$ cat config.mk
export PLATFORM = sky130hd
export DESIGN_NAME = rx_status_walker
export DESIGN_NICKNAME = d
export VERILOG_FILES = /design/src/rtl/rsw_pkg.sv /design/src/rtl/rsw_fetch.sv /design/src/rtl/rsw_decode.sv /design/src/rtl/rx_status_walker.sv
export SDC_FILE = /design/constraint.sdc
export NUM_CORES = 1
export LEC_CHECK = 0
export ABC_AREA = 1
export BUFFER_PORTS_ARGS = -buffer_cell sky130_fd_sc_hd__buf_2
export CAP_MARGIN = 25
export CORE_UTILIZATION = 30
export DETAILED_ROUTE_END_ITERATION = 7
export GPL_TIMING_DRIVEN = 1
export HOLD_SLACK_MARGIN = 0.15
export SYNTH_ARGS = -nofsm -noshare
export SYNTH_HDL_FRONTEND = slang
export SYNTH_SLANG_ARGS = --single-unit
$ cat constraint.sdc
create_clock -name clk -period 8.41 [get_ports clk]
set_input_delay 0.4205 -clock clk [delete_from_list [all_inputs] [get_ports clk]]
set_output_delay 0.4205 -clock clk [all_outputs]
set_load 0.01 [all_outputs]
$ cat src/rtl/rsw_pkg.sv
package rsw_pkg;
  localparam int STAT_BYTES = 32;
  localparam int WIN_WORDS  = 9;

  localparam logic [7:0] OP_PKT    = 8'h01;
  localparam logic [7:0] OP_DROPPED = 8'h04;
  localparam logic [7:0] OP_SUSP   = 8'h08;
  localparam logic [7:0] OP_PASS2  = 8'h40;

  typedef struct packed {
    logic [7:0]  op;
    logic [7:0]  exc;
    logic [15:0] tag;
    logic [15:0] len;
    logic [7:0]  src;
    logic [31:0] meta;
    logic [9:0]  rule;
  } rec_t;

  // opcode classes sharing the packet record layout
  function automatic logic opcode_ok(logic [7:0] op);
    return (op == OP_PKT) || (op == OP_DROPPED) || (op == OP_SUSP) || (op == OP_PASS2);
  endfunction

  // round a length up to a power-of-two alignment, zero meaning one
  function automatic logic [31:0] pad_up(logic [31:0] len, logic [7:0] align);
    logic [31:0] a;
    a = (align == 8'd0) ? 32'd1 : {24'd0, align};
    return (len + a - 32'd1) & ~(a - 32'd1);
  endfunction

  function automatic logic [31:0] stride_of(logic [15:0] len, logic [7:0] align,
                                            logic csum, logic [31:0] trail);
    return 32'(STAT_BYTES) + pad_up({16'd0, len}, align) + (csum ? trail : 32'd0);
  endfunction
endpackage

$ cat src/rtl/rsw_fetch.sv
module rsw_fetch
  import rsw_pkg::*;
#(
  parameter int ADDR_W = 14
) (
  input  logic                     clk,
  input  logic                     rst_n,
  input  logic                     go,
  input  logic [ADDR_W-1:0]        base_word,
  output logic                     rd_en,
  output logic [ADDR_W-1:0]        rd_addr,
  input  logic [31:0]              rd_data,
  output logic [32*WIN_WORDS-1:0]  win,
  output logic                     win_ok
);
  localparam int CNT_W = $clog2(WIN_WORDS + 1);
  localparam logic [CNT_W-1:0] LAST = CNT_W'(WIN_WORDS);

  logic              act;
  logic [CNT_W-1:0]  cnt;
  logic [ADDR_W-1:0] base_q;

  assign rd_en   = act && (cnt < LAST);
  assign rd_addr = base_q + ADDR_W'(cnt);

  always_ff @(posedge clk or negedge rst_n) begin
    if (!rst_n) begin
      act    <= 1'b0;
      cnt    <= '0;
      base_q <= '0;
      win    <= '0;
      win_ok <= 1'b0;
    end else begin
      win_ok <= 1'b0;
      if (go) begin
        act    <= 1'b1;
        cnt    <= '0;
        base_q <= base_word;
      end else if (act) begin
        if (cnt != '0) win[32*(int'(cnt)-1) +: 32] <= rd_data;
        if (cnt == LAST) begin
          act    <= 1'b0;
          win_ok <= 1'b1;
        end else begin
          cnt <= cnt + 1'b1;
        end
      end
    end
  end


  win_single_chk: assert property (@(posedge clk) disable iff (!rst_n) win_ok |=> !win_ok);

  go_idle_chk: assert property (@(posedge clk) disable iff (!rst_n) go |-> !act);
endmodule

$ cat src/rtl/rsw_decode.sv
module rsw_decode
  import rsw_pkg::*;
#(
  parameter logic [7:0]  DEAGG_EXC   = 8'h04,
  parameter logic [9:0]  MISS_RULE   = 10'h3FF,
  parameter int          TRAIL_BYTES = 8
) (
  input  logic [32*WIN_WORDS-1:0] win,
  input  logic [1:0]              lane,
  input  logic                    wide_src,
  input  logic [7:0]              pad_align,
  input  logic                    csum_en,
  input  logic [7:0]              cmd_ep,
  output rec_t                    rec,
  output logic                    skip,
  output logic                    keep,
  output logic                    tag_hit,
  output logic                    tag_cmd,
  output logic [31:0]             stride
);
  logic [32*WIN_WORDS-1:0] shifted;
  logic [255:0]            recw;
  logic [31:0]             w0, w1, w2, w3;
  logic                    unused_bits;

  // realign the record to the byte where it starts
  assign shifted = win >> {lane, 3'b000};
  assign recw    = shifted[255:0];
  assign w0 = recw[31:0];
  assign w1 = recw[63:32];
  assign w2 = recw[95:64];
  assign w3 = recw[127:96];

  always_comb begin
    rec.op   = w0[7:0];
    rec.exc  = w0[15:8];
    rec.tag  = w0[31:16];
    rec.len  = w1[15:0];
    rec.src  = wide_src ? w1[23:16] : {3'b000, w1[20:16]};
    rec.meta = w2;
    rec.rule = w3[31:22];
  end

  assign skip    = (rec.len == 16'd0) || !opcode_ok(rec.op);
  assign tag_hit = (rec.tag != 16'd0);
  assign tag_cmd = (rec.src == cmd_ep);
  assign stride  = skip ? 32'(STAT_BYTES)
                        : stride_of(rec.len, pad_align, csum_en, 32'(TRAIL_BYTES));

  always_comb begin
    if (tag_hit)              keep = 1'b0;
    else if (rec.exc != 8'd0) keep = (rec.exc != DEAGG_EXC);
    else                      keep = (rec.rule != MISS_RULE);
  end

  assign unused_bits = ^{shifted[32*WIN_WORDS-1:256], recw[255:128], w1[31:24], w3[21:0]};
endmodule

$ cat src/rtl/rx_status_walker.sv
module rx_status_walker
  import rsw_pkg::*;
#(
  parameter int          LEN_W       = 16,
  parameter int          TRAIL_BYTES = 8,
  parameter logic [7:0]  DEAGG_EXC   = 8'h04,
  parameter logic [9:0]  MISS_RULE   = 10'h3FF
) (
  input  logic              clk,
  input  logic              rst_n,
  input  logic              start,
  input  logic [LEN_W-1:0]  total_len,
  input  logic [7:0]        pad_align,
  input  logic              csum_en,
  input  logic              wide_src,
  input  logic [7:0]        cmd_ep,
  output logic              rd_en,
  output logic [LEN_W-3:0]  rd_addr,
  input  logic [31:0]       rd_data,
  output logic              busy,
  output logic              desc_valid,
  output logic [LEN_W-1:0]  desc_off,
  output logic [15:0]       desc_len,
  output logic [7:0]        desc_src,
  output logic [31:0]       desc_meta,
  output logic              desc_keep,
  output logic              tag_done,
  output logic              tag_err,
  output logic              overrun,
  output logic              done
);
  localparam int ADDR_W = LEN_W - 2;
  localparam logic [LEN_W-1:0] STAT_L = LEN_W'(STAT_BYTES);

  typedef enum logic [1:0] {S_IDLE, S_CHECK, S_FETCH} st_t;
  st_t st;

  logic [LEN_W-1:0] total_q, off_q, rem_q;
  logic [7:0]       align_q, cmd_q;
  logic             csum_q, wide_q;

  logic                    fetch_go, win_ok;
  logic [32*WIN_WORDS-1:0] win;
  rec_t                    rec;
  logic                    skip, keep, tag_hit, tag_cmd;
  logic [31:0]             stride;
  logic                    too_long;

  assign busy     = (st != S_IDLE);
  assign fetch_go = (st == S_CHECK) && (rem_q >= STAT_L);
  assign too_long = stride > 32'(rem_q);

  rsw_fetch #(.ADDR_W(ADDR_W)) u_fetch (
    .clk(clk), .rst_n(rst_n), .go(fetch_go), .base_word(off_q[LEN_W-1:2]),
    .rd_en(rd_en), .rd_addr(rd_addr), .rd_data(rd_data), .win(win), .win_ok(win_ok)
  );

  rsw_decode #(.DEAGG_EXC(DEAGG_EXC), .MISS_RULE(MISS_RULE), .TRAIL_BYTES(TRAIL_BYTES)) u_dec (
    .win(win), .lane(off_q[1:0]), .wide_src(wide_q), .pad_align(align_q),
    .csum_en(csum_q), .cmd_ep(cmd_q), .rec(rec), .skip(skip), .keep(keep),
    .tag_hit(tag_hit), .tag_cmd(tag_cmd), .stride(stride)
  );

  always_ff @(posedge clk or negedge rst_n) begin
    if (!rst_n) begin
      st <= S_IDLE;
      total_q <= '0; off_q <= '0; rem_q <= '0;
      align_q <= '0; cmd_q <= '0; csum_q <= 1'b0; wide_q <= 1'b0;
      desc_valid <= 1'b0; desc_off <= '0; desc_len <= '0; desc_src <= '0;
      desc_meta <= '0; desc_keep <= 1'b0;
      tag_done <= 1'b0; tag_err <= 1'b0; overrun <= 1'b0; done <= 1'b0;
    end else begin
      desc_valid <= 1'b0;
      tag_done   <= 1'b0;
      tag_err    <= 1'b0;
      overrun    <= 1'b0;
      done       <= 1'b0;
      unique case (st)
        S_IDLE: if (start) begin
          total_q <= total_len;
          rem_q   <= total_len;
          off_q   <= '0;
          align_q <= pad_align;
          csum_q  <= csum_en;
          wide_q  <= wide_src;
          cmd_q   <= cmd_ep;
          st      <= S_CHECK;
        end
        S_CHECK: begin
          if (rem_q < STAT_L) begin
            done <= 1'b1;
            st   <= S_IDLE;
          end else begin
            st <= S_FETCH;
          end
        end
        S_FETCH: if (win_ok) begin
          if (skip) begin
            off_q <= off_q + STAT_L;
            rem_q <= rem_q - STAT_L;
            st    <= S_CHECK;
          end else if (too_long) begin
            overrun <= 1'b1;
            done    <= 1'b1;
            st      <= S_IDLE;
          end else begin
            desc_valid <= 1'b1;
            desc_off   <= off_q + STAT_L;
            desc_len   <= rec.len;
            desc_src   <= rec.src;
            desc_meta  <= rec.meta;
            desc_keep  <= keep;
            tag_done   <= tag_hit && tag_cmd;
            tag_err    <= tag_hit && !tag_cmd;
            off_q      <= off_q + stride[LEN_W-1:0];
            rem_q      <= rem_q - stride[LEN_W-1:0];
            st         <= S_CHECK;
          end
        end
        default: st <= S_IDLE;
      endcase
    end
  end


  desc_no_ovr_chk: assert property (@(posedge clk) disable iff (!rst_n) desc_valid |-> !overrun);

  tag_excl_chk: assert property (@(posedge clk) disable iff (!rst_n) $onehot0({tag_done, tag_err}));

  tag_drop_chk: assert property (@(posedge clk) disable iff (!rst_n)
    (tag_done || tag_err) |-> (desc_valid && !desc_keep));

  ovr_end_chk: assert property (@(posedge clk) disable iff (!rst_n) overrun |-> done);

  done_single_chk: assert property (@(posedge clk) disable iff (!rst_n) done |=> !done);

  read_bound_chk: assert property (@(posedge clk) disable iff (!rst_n)
    rd_en |-> (rd_addr <= total_q[LEN_W-1:2]));

  idle_quiet_chk: assert property (@(posedge clk) disable iff (!rst_n) !busy |-> !rd_en);
endmodule

# After elaboration in Yosys (flattened, before gate mapping)
# Cells that the tools add are included.
# Widths: inputs -> output; s select.
# op_classes
addsub,13
n_lt_le_gt_ge,4
eq_ne,14
n_shift,3
muxes,50
bitwise,5
reduce_logical,25
# op_table
cell,n
$bwmux 288,1
$shift 32x33->288 const A,1
$shiftx 32x33->288,1
$shr 288x5->128,1
$mux 16,8
$pmux 16 s2,2
$sub 32x1->32 const B,2
$neg 32->33,1
$add 16x32->32,1
$add 32x32->32,1
$add 6x32->32 const A,1
$and 32x32->32,1
$gt 32x16->1,1
$mux 32,1
$not 32->32,1
$mux 1,27
$add 16x16->16,1
$add 16x6->16 const B,1
$ge 16x6->1 const B,1
$logic_not 16->1,1
$lt 16x6->1 const B,1
$mux 4,4
$mux 8,2
$reduce_bool 16->1,1
34 further kinds,51
# totals
reg_bits,438
in_bits,69
out_inout_bits,94
word_cells,136

# Logic depth before layout (Yosys ltp)
# logic_depth
word_depth,13
depth_mapped,39
depth_no_buf,37

# Hierarchy
# A second synthesis with hierarchy kept.
# unflattened
hier_cells,3906
area_unflattened_um2,27410.0
# by_module_without_submodules
mod,instances,cells_per_inst,area_each_um2,seq_area_each_um2
rsw_fetch,1,1855,14457.6,7707.4
rx_status_walker,1,1125,8181.6,3253.1
rsw_decode,1,926,4770.8,0.0

# Worst setup path after synthesis
# Ideal clock, no wire load.
# synth_path
path_kind,reg2reg
from,reg off_q[1]
to,reg desc_len[5]
setup_time_ns,0.134
arrival_ns,5.113
t_required_ns,8.276
path_slack_ns,3.163
path_stages_with_launch,33
path_buffers,4
synth_period_minus_slack_ns,5.247
path_cell_list,dfrtp_1 buf_4 clkbuf_1 o21ai_1 ha_1 inv_1 ha_1 fa_1 nand2_1 inv_1 a2111oi_0 ha_1 ha_1 inv_1 nand2_1 nand3_1 nor2_1 nor2_1 nor3_1 inv_1 ha_1 a21oi_1 nor2_1 a211oi_1 o311ai_0 o21ai_0 nand2_2 inv_2 nand2_4 buf_6 buf_2 nand2_1 o21ai_0
# synth_via
elab_chain_len,11
word_cells_on_any_way,21
cone_classes,add/sub: 4; order compare: 1; eq/ne: 4; shift: 1; mux: 1; bitwise: 3; reduce/logical: 7
# synth_rtl
item,line,text
start: declaration,rx_status_walker.sv:38,"logic [LEN_W-1:0] total_q, off_q, rem_q;"
start signal: assignment,rx_status_walker.sv:99,off_q <= off_q + STAT_L;
start signal: assignment,rx_status_walker.sv:115,off_q <= off_q + stride[LEN_W-1:0];
$shr 288x5->128 *,rsw_decode.sv:27,"assign shifted = win >> {lane, 3'b000};"
branches (longest 10 deep; another with $add 16x32->32),--,
end signal: assignment,rx_status_walker.sv:109,desc_len <= rec.len;
end: declaration,rx_status_walker.sv:23,"output logic [15:0] desc_len,"
# Mark *: on every way between the ends.
# A chain may end at the register's enable or synchronous reset.

# Worst setup path in the final report
# layout_path
from,reg off_q[0]
to,reg desc_meta[20]
# layout_via
elab_chain_len,11
word_cells_on_any_way,21
cone_classes,add/sub: 4; order compare: 1; eq/ne: 4; shift: 1; mux: 1; bitwise: 3; reduce/logical: 7
# layout_rtl
item,line,text
$shr 288x5->128 *,rsw_decode.sv:27,
branches (longest 10 deep; another with $add 16x32->32),--,
end signal: assignment,rx_status_walker.sv:111,desc_meta <= rec.meta;
end: declaration,rx_status_walker.sv:25,"output logic [31:0] desc_meta,"
# Marked as above.

==> metrics.txt <==
# TYPE chip_impl_metric gauge
chip_impl_info{name="status",value="finished clean"} 1
chip_impl_metric{name="antenna_violating_nets_left",unit=""} 0
chip_impl_metric{name="die_y",unit="um"} 253
chip_impl_metric{name="routabilityCongestion",unit=""} 0.922
chip_impl_metric{name="synth-edff-count",unit=""} 0
chip_impl_info{name="hp-class",value="input port to register"} 1
chip_impl_metric{name="drt-wirelength-per-cell",unit="um"} 17.3
chip_impl_metric{name="dieArea",unit="um2"} 64200
chip_impl_metric{name="htreeDepth",unit=""} 2
chip_impl_metric{name="effective_utilization_at_floorplan",unit="%"} 30.5
chip_impl_metric{name="timing_worst_slew_pin_value",unit="ps"} 1100
chip_impl_info{name="cts_tree",value="done"} 1
chip_impl_metric{name="tns",unit="ps"} 0
chip_impl_metric{name="ctsLongestPathBuffers",unit=""} 3
chip_impl_metric{name="synthesis.area",unit="um2"} 18900
chip_impl_info{name="ys.flop_type",value="sky130_fd_sc_hd__dfrtp_1"} 1
chip_impl_metric{name="postSynthRegisterBits",unit=""} 302
chip_impl_metric{name="syn-mean-instance-area",unit="um2"} 7.31
chip_impl_metric{name="max_freq",unit="GHz"} 0.145
chip_impl_metric{name="n_fill_cell",unit=""} 6588
chip_impl_metric{name="hold_viol",unit=""} 0
chip_impl_info{name="critical_path.most_common_cell",value="sky130_fd_sc_hd__nand2_1"} 1
chip_impl_metric{name="synth.lib_cells_used.distinct",unit=""} 56
chip_impl_metric{name="synth_seq_area_share",unit="%"} 39.9
chip_impl_metric{name="syn-num-nets",unit=""} 2763
chip_impl_metric{name="total_power",unit="mW"} 8.23
chip_impl_metric{name="worst_hold_slack",unit="ps"} 186
chip_impl_metric{name="postCtsResizedCells",unit=""} 0
chip_impl_metric{name="layout-drive-gt1-share",unit="%"} 11.2
chip_impl_metric{name="syn2layout_area_growth",unit="%"} 17.0
chip_impl_metric{name="grt_first_pass_wirelength",unit="mm"} 95.7
chip_impl_info{name="start_kind",value="register"} 1
chip_impl_metric{name="first_global_vias",unit=""} 16500
chip_impl_metric{name="drcViolationCount",unit=""} 0
chip_impl_metric{name="yosysWarnings",unit=""} 0
chip_impl_metric{name="post-cts-setup-buffer-count",unit=""} 0
chip_impl_metric{name="slowest_delay",unit="ps"} 760
chip_impl_metric{name="worst_slew_margin_rel",unit="%"} 26.0
chip_impl_info{name="maxUsedRoutingLayer",value="met5"} 1
chip_impl_metric{name="fp-row-count",unit=""} 91
chip_impl_metric{name="cts_num_sinks",unit=""} 302
chip_impl_metric{name="final_max_slew_viol_count",unit=""} 0
chip_impl_metric{name="floorplan.io_pins",unit=""} 163
chip_impl_metric{name="vias_per_cell",unit=""} 4.92
chip_impl_metric{name="syn-instance-count",unit=""} 2593
chip_impl_info{name="ys_top_cells_by_area",value="sky130_fd_sc_hd__dfrtp_1 40%, sky130_fd_sc_hd__nand2_1 14%, sky130_fd_sc_hd__ha_1 6.4%"} 1
chip_impl_info{name="worst_path_max_delay_cell",value="sky130_fd_sc_hd__dfrtp_2"} 1
chip_impl_metric{name="cts_made_buffers",unit=""} 36
chip_impl_info{name="synth_top_area_cell",value="sky130_fd_sc_hd__dfrtp_1"} 1
chip_impl_metric{name="synth_largest_type_area_fraction",unit="%"} 39.9
chip_impl_metric{name="chipWidth",unit="um"} 253
chip_impl_metric{name="met1_length",unit="mm"} 29.3
chip_impl_metric{name="finalCritPeriodShare",unit="%"} 81.9
chip_impl_metric{name="final.setup_skew",unit="ps"} 27.1
chip_impl_info{name="worstSetupEndpointType",value="register"} 1
chip_impl_metric{name="dp.final_hpwl",unit="mm"} 46.7
chip_impl_metric{name="ys_async_sr_fraction",unit="%"} 100
chip_impl_metric{name="ir_worst_vdd",unit="uV"} 232
chip_impl_info{name="setup.worst_path.class",value="register to register"} 1
chip_impl_metric{name="wl_met3",unit="mm"} 4.04
chip_impl_info{name="clock_tree.root_cell",value="sky130_fd_sc_hd__clkbuf_16"} 1
chip_impl_metric{name="detail_route.iter0.violations",unit=""} 1487
chip_impl_metric{name="powerDensity",unit="nW/um2"} 372
chip_impl_metric{name="drt-total-wl",unit="mm"} 62.1
chip_impl_metric{name="met2_length",unit="mm"} 27.4
chip_impl_metric{name="maxCapViolCount",unit=""} 0
chip_impl_metric{name="setup_viol",unit=""} 0
chip_impl_metric{name="grt_start_max_net_pins",unit=""} 138
chip_impl_metric{name="worst_setup_hold_path_clk_slew",unit="ps"} 60
chip_impl_metric{name="cts_hold_buffers",unit=""} 23
chip_impl_metric{name="global_routing_usage_summed_across_all_routing_layers",unit="%"} 19.2
chip_impl_metric{name="io_buffer_count",unit=""} 162
chip_impl_metric{name="cp_data_required_time",unit="ps"} 8870
chip_impl_metric{name="cp.arrival",unit="ps"} 7350
chip_impl_metric{name="fin_crit",unit="ps"} 6890
chip_impl_metric{name="timing.critical_path.fanout_max",unit=""} 65
chip_impl_metric{name="total_leakage_power",unit="nW"} 11.1
chip_impl_metric{name="core_region_area",unit="um2"} 62100
chip_impl_metric{name="detailedRoute.firstPassIterationCount",unit=""} 6
chip_impl_metric{name="number_of_nets_in_the_finished_design",unit=""} 2893
chip_impl_metric{name="dr_total_vias",unit=""} 17600
chip_impl_metric{name="gr-total-overflow",unit=""} 0
chip_impl_metric{name="clk_latency",unit="ps"} 580
chip_impl_metric{name="grt_antenna_before_repair",unit=""} 4
chip_impl_info{name="rsz0062_at_grt",value="no"} 1
## worst paths after layout
path | from | end | slack [ps] | cells after the start
setup reg to reg | off_q[0] | desc_meta[20] | 1520 | 31
hold reg to reg | desc_meta[29] | desc_meta[29] | 480 | 2
setup / recovery | off_q[0] | desc_meta[20] | 1520 | 31
max in group asynchronous | rst_n | desc_off[7] | 6650 | 3
min in group asynchronous | rst_n | u_fetch.win[18] | 470 | 2
hold / removal | rd_data[18] | u_fetch.win[18] | 190 | 3
## report_power, final
part           internal, mW  leakage [nW]  total, mW  switching [mW]
Clock                  1.06         0.639       1.72           0.659
Sequential             1.80          3.49       2.12           0.321
Combinational          1.38          7.02       4.39            3.01
## cell usage in the layout (no fill, tap or decap), drive strengths merged, types with 5 or more instances in the layout
cell	instances
a21oi	129
a221oi	5
a31oi	24
buf	191
bufinv	6
clkbuf	52
clkinv	9
dfrtp	302
dlygate4sd3	23
ha	97
inv	297
mux2	10
mux2i	8
nand2	734
nand3	115
nand4	29
nor2	180
nor3	27
nor4	8
o211ai	18
o21ai	328
o21bai	5
o22ai	18
o31ai	36
or2	11
xnor2	14
xor2	41
## critical path: cells and delay by family (launching register included)
kind                     cells  cell delay, ps
AO/OA/AOI/OAI                6             970
AND/OR/NAND/NOR             16            2860
buffers and inverters        5             880
adder cells (fa/ha/maj)      4            1240
flip-flops                   1             760
## layout make-up
| type | instances | area [um2] | area share [%] |
|---|---|---|---|
| timing repair buffer | 214 | 1350 | 6.07 |
| sequential | 302 | 7560 | 34.1 |
| antenna | 1 | 2.50 | 0.0113 |
| inverter | 299 | 1120 | 5.08 |
| multi-input combinational | 1870 | 9770 | 44.1 |
| tap | 837 | 1050 | 4.73 |
| clock buffer | 52 | 1050 | 4.75 |
| clock inverter | 13 | 255 | 1.15 |
## metal layers
| metal | GRT usage [%] | vias to the layer above |
|---|---|---|
| met5 | 0 | - |
| met4 | 4.92 | 4 |
| met3 | 3.38 | 73 |
| met2 | 29.5 | 542 |
| met1 | 27.6 | 8257 |
| li1 | - | 8765 |
## Yosys cell counts, types with 20 or more instances
master and count:
sky130_fd_sc_hd__nand3_1 110, sky130_fd_sc_hd__buf_2 20, sky130_fd_sc_hd__nor3_1 25, sky130_fd_sc_hd__nand4_1 29
sky130_fd_sc_hd__xor2_1 41, sky130_fd_sc_hd__a21oi_1 129, sky130_fd_sc_hd__o21ai_0 225, sky130_fd_sc_hd__inv_1 281
sky130_fd_sc_hd__o31ai_1 36, sky130_fd_sc_hd__a31oi_1 24, sky130_fd_sc_hd__o21ai_1 101, sky130_fd_sc_hd__nor2_1 172
sky130_fd_sc_hd__nand2_1 731, sky130_fd_sc_hd__dfrtp_1 302, sky130_fd_sc_hd__clkbuf_1 90, sky130_fd_sc_hd__ha_1 97
## sequential cells by signal (all words and copies together), names as in the netlist
signal          cells
align_q             8
cmd_q               8
csum_q              1
desc_keep           1
desc_len           16
desc_meta          32
desc_off           16
desc_src            8
desc_valid          1
done                1
off_q              16
overrun             1
rem_q              16
st                  2
tag_done            1
tag_err             1
u_fetch.act         1
u_fetch.base_q     14
u_fetch.cnt         4
u_fetch.win       152
u_fetch.win_ok      1
wide_q              1
## kinds of logic (layout without fill, tap and decap cells)
group	Yosys count	in the layout	synth area share [%]
AOI/OAI and AO/OA	582	582	16.9
adders and majority gates	101	101	6.83
DFF	302	302	39.9
and+or+nand+nor	1114	1114	24.2
buffers and inverters	421	578	8.65
muxes	18	18	1.02
xor gates and xnor gates	55	55	2.54
other	0	1	0
## metrics by stage
step / util, % / setup slack [ps] / instances / area, um2
4_1_cts: 35.7 / 1610 / 3586 / 22100
6_report: 35.7 / 1520 / 3588 / 22200
5_1_grt: 35.7 / 711 / 3588 / 22200
3_5_place_dp: 33.2 / 1650 / 3498 / 20600
2_1_floorplan: - / 3160 / 2593 / 18900
3_3_place_gp: 33.1 / 1720 / 3496 / 20600
No activity file was read; power rests on OpenSTA's default activity.
